`src/rtl/prt_pkg.sv`:
```
package prt_pkg;
    // word indexes within the register window
    localparam int WORD_LOAD  = 0;
    localparam int WORD_COUNT = 1;
    localparam int WORD_CTRL  = 2;
    localparam int WORD_STAT  = 3;
    // control field positions
    localparam int CTRL_EN_BIT  = 0;
    localparam int CTRL_AR_BIT  = 1;
    localparam int CTRL_PRE_LSB = 8;
endpackage

```
`src/rtl/prt_prescaler.sv`:
```
module prt_prescaler #(
    parameter int PRE_W = 8
) (
    input  logic             clk,
    input  logic             rst_n,
    input  logic             run,
    input  logic             restart,
    input  logic [PRE_W-1:0] divide,
    output logic             tick
);
    typedef struct packed {
        logic [PRE_W-1:0] phase;
    } pre_state_t;

    pre_state_t st_d, st_q;

    always_comb begin
        st_d = st_q;
        tick = 1'b0;
        if (restart || !run) begin
            st_d.phase = '0;
        end else if (st_q.phase == divide) begin
            tick       = 1'b1;
            st_d.phase = '0;
        end else begin
            st_d.phase = st_q.phase + 1'b1;
        end
    end

    always_ff @(posedge clk or negedge rst_n) begin
        if (!rst_n) st_q <= '0;
        else        st_q <= st_d;
    end

    // a tick never arrives while stopped or in a restart cycle
    assert_tick_gated_R3: assert property (@(posedge clk) disable iff (!rst_n)
        (restart || !run) |-> !tick);
endmodule

```
`src/rtl/prt_core.sv`:
```
module prt_core #(
    parameter int DATA_W = 32,
    parameter int PRE_W  = 8
) (
    input  logic              clk,
    input  logic              rst_n,
    input  logic              wr_load,
    input  logic              wr_count,
    input  logic              wr_ctrl,
    input  logic              wr_stat,
    input  logic [DATA_W-1:0] wr_value,
    input  logic              new_en,
    input  logic              new_ar,
    input  logic [PRE_W-1:0]  new_pre,
    input  logic              clr_bit,
    input  logic              tick,
    output logic              run,
    output logic              restart,
    output logic [DATA_W-1:0] load_o,
    output logic [DATA_W-1:0] count_o,
    output logic              en_o,
    output logic              ar_o,
    output logic [PRE_W-1:0]  pre_o,
    output logic              status_o
);
    typedef struct packed {
        logic [DATA_W-1:0] load;
        logic [DATA_W-1:0] count;
        logic              en;
        logic              ar;
        logic [PRE_W-1:0]  pre;
        logic              status;
    } core_state_t;

    core_state_t st_d, st_q;
    logic        expire;

    assign run     = st_q.en && (st_q.count != '0);
    assign restart = wr_load || wr_count || wr_ctrl;

    always_comb begin
        st_d   = st_q;
        expire = 1'b0;
        if (tick) begin
            if (st_q.count == DATA_W'(1)) begin
                expire     = 1'b1;
                st_d.count = st_q.ar ? st_q.load : '0;
            end else begin
                st_d.count = st_q.count - 1'b1;
            end
        end
        if (wr_load) begin
            st_d.load  = wr_value;
            st_d.count = wr_value;
        end
        if (wr_count) st_d.count = wr_value;
        if (wr_ctrl) begin
            st_d.en  = new_en;
            st_d.ar  = new_ar;
            st_d.pre = new_pre;
            if (!st_q.en && new_en && new_ar && st_q.count == '0)
                st_d.count = st_q.load;
        end
        st_d.status = (st_q.status && !(wr_stat && clr_bit)) || expire;
    end

    always_ff @(posedge clk or negedge rst_n) begin
        if (!rst_n) st_q <= '0;
        else        st_q <= st_d;
    end

    assign load_o   = st_q.load;
    assign count_o  = st_q.count;
    assign en_o     = st_q.en;
    assign ar_o     = st_q.ar;
    assign pre_o    = st_q.pre;
    assign status_o = st_q.status;

    assert_load_sets_both_R7: assert property (@(posedge clk) disable iff (!rst_n)
        wr_load |=> (st_q.load == $past(wr_value) && st_q.count == $past(wr_value)));
    assert_step_by_one_R3: assert property (@(posedge clk) disable iff (!rst_n)
        (!restart && st_q.count > DATA_W'(1)) |=>
        (st_q.count == $past(st_q.count) || st_q.count == $past(st_q.count) - 1'b1));
    assert_zero_quiet_R6: assert property (@(posedge clk) disable iff (!rst_n)
        (st_q.count == '0) |-> !expire);
    assert_expiry_flags_R4: assert property (@(posedge clk) disable iff (!rst_n)
        expire |=> st_q.status);
    assert_clear_works_R11: assert property (@(posedge clk) disable iff (!rst_n)
        (wr_stat && clr_bit && !expire) |=> !st_q.status);
    assert_disabled_hold_R10: assert property (@(posedge clk) disable iff (!rst_n)
        (!st_q.en && !restart) |=> $stable(st_q.count));
endmodule

```
`src/rtl/prescaled_reload_timer.sv`:
```
module prescaled_reload_timer #(
    parameter int ADDR_W = 5,
    parameter int DATA_W = 32,
    parameter int PRE_W  = 8
) (
    input  logic              clk,
    input  logic              rst_n,
    input  logic              wr_en,
    input  logic [ADDR_W-1:0] addr,
    input  logic [DATA_W-1:0] wdata,
    output logic [DATA_W-1:0] rdata,
    output logic              irq
);
    import prt_pkg::*;

    localparam int WORD_W = ADDR_W - 2;

    logic              aligned;
    logic [WORD_W-1:0] word;
    logic              wr_load, wr_count, wr_ctrl, wr_stat;
    logic              run, restart, tick;
    logic [DATA_W-1:0] load_q, count_q;
    logic              en_q, ar_q, status_q;
    logic [PRE_W-1:0]  pre_q;

    assign aligned  = (addr[1:0] == 2'b00);
    assign word     = addr[ADDR_W-1:2];
    assign wr_load  = wr_en && aligned && (word == WORD_W'(WORD_LOAD));
    assign wr_count = wr_en && aligned && (word == WORD_W'(WORD_COUNT));
    assign wr_ctrl  = wr_en && aligned && (word == WORD_W'(WORD_CTRL));
    assign wr_stat  = wr_en && aligned && (word == WORD_W'(WORD_STAT));

    prt_core #(.DATA_W(DATA_W), .PRE_W(PRE_W)) i_core (
        .clk      (clk),
        .rst_n    (rst_n),
        .wr_load  (wr_load),
        .wr_count (wr_count),
        .wr_ctrl  (wr_ctrl),
        .wr_stat  (wr_stat),
        .wr_value (wdata),
        .new_en   (wdata[CTRL_EN_BIT]),
        .new_ar   (wdata[CTRL_AR_BIT]),
        .new_pre  (wdata[CTRL_PRE_LSB +: PRE_W]),
        .clr_bit  (wdata[0]),
        .tick     (tick),
        .run      (run),
        .restart  (restart),
        .load_o   (load_q),
        .count_o  (count_q),
        .en_o     (en_q),
        .ar_o     (ar_q),
        .pre_o    (pre_q),
        .status_o (status_q)
    );

    prt_prescaler #(.PRE_W(PRE_W)) i_pre (
        .clk     (clk),
        .rst_n   (rst_n),
        .run     (run),
        .restart (restart),
        .divide  (pre_q),
        .tick    (tick)
    );

    always_comb begin
        rdata = '0;
        if (aligned) begin
            if (word == WORD_W'(WORD_LOAD)) begin
                rdata = load_q;
            end else if (word == WORD_W'(WORD_COUNT)) begin
                rdata = en_q ? count_q : '0;
            end else if (word == WORD_W'(WORD_CTRL)) begin
                rdata[CTRL_EN_BIT]            = en_q;
                rdata[CTRL_AR_BIT]            = ar_q;
                rdata[CTRL_PRE_LSB +: PRE_W]  = pre_q;
            end else if (word == WORD_W'(WORD_STAT)) begin
                rdata[0] = status_q;
            end
        end
    end

    assign irq = status_q;

    // a write outside the window leaves the reload value untouched
    assert_unmapped_ignored_R2: assert property (@(posedge clk) disable iff (!rst_n)
        (wr_en && !aligned) |=> $stable(load_q));
endmodule

```
`config.mk`:
```
export PLATFORM = sky130hd
export DESIGN_NAME = prescaled_reload_timer
export DESIGN_NICKNAME = d
export VERILOG_FILES = /design/src/rtl/prt_pkg.sv /design/src/rtl/prt_prescaler.sv /design/src/rtl/prt_core.sv /design/src/rtl/prescaled_reload_timer.sv
export SDC_FILE = /design/constraint.sdc
export NUM_CORES = 1
export LEC_CHECK = 0
export CAP_MARGIN = 20
export CORE_UTILIZATION = 40
export CTS_BUF_LIST = sky130_fd_sc_hd__clkbuf_4
export DETAILED_ROUTE_END_ITERATION = 10
export SYNTH_ARGS = -nofsm -noshare
export SYNTH_HDL_FRONTEND = slang
export SYNTH_SLANG_ARGS = --single-unit
```
`constraint.sdc`:
```
create_clock -name clk -period 6.4 [get_ports clk]
set_clock_uncertainty 0.1 [all_clocks]
set_input_delay 0.96 -clock clk [delete_from_list [all_inputs] [get_ports clk]]
set_output_delay 0.96 -clock clk [all_outputs]
set_load 0.02 [all_outputs]
```
==> run metrics <==
status=completed; Routed Antenna Nets=0; Reg clk slew, reported paths=0.13 ns; worst min-delay path category=input port to asynchronous set/reset pin; register bit total from synthesis=83; port bufs=72; Synth Area in Compound Gates=0.221; CTS tree=built; Sw Share=0.366; internal power=976 uW; Worst Setup Start Kind=input port; num ports=73; Detail Placement HPWL=10.6 mm; clk_lat worst skew=0.48 ns; cts repair resizes=0; Via density=6.11; Final Cell Area=6310 um2; htree depth=3; Die X=117 um; antenna cells=0; WS Path Type=input port to output pin; commonest register cell after synthesis=dfrtp_1; CP arrival=3.89 ns; Post-Syn Instances=597; CP Max Fanout=18; 1st-pass router iterations=5; FFs w/ async S/R, synth=1.00; switching power=563 uW; Comb pwr share=0.251; nets@finish=687; final hold violations=0; Remaining DRCs=0; crit path launch=addr[3]; CTS Buf Count=9; Synth Area in Adders=0.00945; max_cap viols=0; Max Slew Vio Count=0; clock power share=0.225; pwr/cell area=244 nW/um2; WL final=16.3 mm; CP required=5.34 ns; P_leak=2.40 nW; RSZ-0062 raised after global routing=false; TNS Setup=0 ns; Initial Utilization=0.415; placer's final routability congestion estimate=0.889; hold bufs inserted after CTS=0; GRT Overall Usage=0.251; Simple-Gate Fraction of Synth Area=0.195; Slew HR=0.299; Cell variety after synth=57; vias in the first global route=4743; fmax=202 MHz; Vias=5010; post-CTS setup buffer count=0; largest family of logic cells by synthesized area=compound AO/OA/AOI/OAI gates; worst vdd ir=0.0898 mV; sequential share of power=0.524; core area=12800 um2; r2r startpoint=i_core.count_o[24]; mux contribution to synthesized area=0.110; Mapped Area=5300 um2; number of synthesis warnings=0; WL/cell=19.8 um; ratio of cells with drive above 1 in the final layout=0.157; Avg Inst Size Synth=8.87 um2; global-route wire length before repair=25.8 mm; final total power=1.54 mW; gr ovfl total=0; Worst-Margin Slew=1.04 ns; Sink Count=83; EDFF count, synth=0; Die H=117 um; root buffer cell=clkbuf_4; Worst Setup End Kind=output pin; Cell Area, Placed=6130 um2; drt first-iter violations=425; Area Growth Syn to Fin=19.1%; Net Count, Synth=641; xor/xnor share of the synthesized area=0.0248; Clock Path Buffers=2; endpoints failing setup=0; largest net degree at the start of global routing=84; Tcrit/Tclk final=0.774; crit path time final=4.95 ns; Seq/Total Area, Yosys=0.392; antenna violations before repair=0; Rows=41; Total Die Area=13700 um2
-- flip-flops by register name, indices dropped and copies added (netlist names) --
register,count
i_core.status_o,1
i_core.ar_o,1
i_pre.st_q,8
i_core.pre_o,8
i_core.en_o,1
i_core.load_o,32
i_core.count_o,32
-- path summary, 6_finish.rpt --
check	to	cells after the start	slack, ns
worst max-delay path	rdata[1]	7	1.45
worst min-delay path	i_core.pre_o[0]	1	0.34
worst max register to register	i_core.count_o[22]	7	2.90
worst min register to register	i_pre.st_q[0]	1	0.42
max in group asynchronous	i_core.count_o[25]	2	5.24
min in group clk	i_pre.st_q[0]	1	0.42
-- cells by family after synthesis --
kind of cell    count (synthesis)
compound gates                188
xor+xnor                       15
fa+ha+maj                       4
buf+inv                        62
flops                          83
mux                            52
simple gates                  193
-- power by group through the flow --
stage                     Combinational [mW]  Sequential [mW]  Clock [mW]
after floorplan                        0.292            0.747           0
after global placement                 0.371            0.807           0
after detailed placement               0.382            0.811           0
after CTS                              0.383            0.801       0.355
after global routing                   0.431            0.822       0.376
final                                  0.386            0.806       0.346
-- area by class of cell --
| type | instances | area [um2] |
|---|---|---|
| fill | 1224 | 6460 |
| tap | 172 | 215 |
| clock buffer | 9 | 67.6 |
| clock inverter | 7 | 82.6 |
| inverter | 12 | 45.0 |
| timing repair buffer | 85 | 836 |
| multi-input combinational | 452 | 2990 |
| sequential | 83 | 2080 |
-- worst max-delay path, stage by stage --
cell and delay, ns:
clkdlybuf4s50_1 0.79, nor2_1 0.31, and3_1 0.55, buf_4 0.38
a22oi_1 0.14, nor2_1 0.13, clkdlybuf4s50_1 0.61
-- routing by layer --
metal | track usage | share of wire
met4 | 0.103 | 0.018
met3 | 0.0371 | 0.056
met1 | 0.355 | 0.47
met5 | 0 | 0
met2 | 0.385 | 0.46
-- cells in the mapped netlist (7+ instances only) --
cell type | n | share of area
nor4_2 | 7 | 0.017
a31oi_1 | 9 | 0.011
nand3_1 | 30 | 0.028
buf_2 | 9 | 0.0085
nor3_1 | 20 | 0.019
dfrtp_1 | 83 | 0.39
clkbuf_1 | 36 | 0.026
nor2_1 | 77 | 0.055
mux2_2 | 51 | 0.11
nor4_1 | 7 | 0.0083
a21oi_1 | 53 | 0.050
nand2_1 | 23 | 0.016
xor2_1 | 10 | 0.017
o21ai_0 | 37 | 0.035
a22oi_1 | 40 | 0.057
inv_1 | 12 | 0.0085
o22ai_1 | 18 | 0.021
-- cells in the final DEF (no fill, tap or decap), types with 5 or more instances in the layout --
cell type         n
buf_4            13
nor3_1           18
nor2_1           77
clkbuf_4          9
nor4_1            7
inv_1            12
mux2_2           51
a22oi_1          40
o21ai_0          37
a31oi_1           9
xnor2_1           5
nand3_1          30
a21oi_1          53
nor4_2            6
or3_1             5
clkdlybuf4s50_1  71
xor2_1           10
o22ai_1          18
dfrtp_1          83
nand2_1          23
-- stage by stage --
stage,cells,hold slack (ns),setup slack (ns),utilization
after floorplan,597,0.366,2.83,-
after global placement,803,0.387,1.53,0.480
after detailed placement,803,0.408,1.47,0.480
after CTS,819,0.426,1.46,0.492
after global routing,820,0.356,1.21,0.494
final,820,0.338,1.45,0.494
Note: power is estimated with default switching activity, not from simulation.
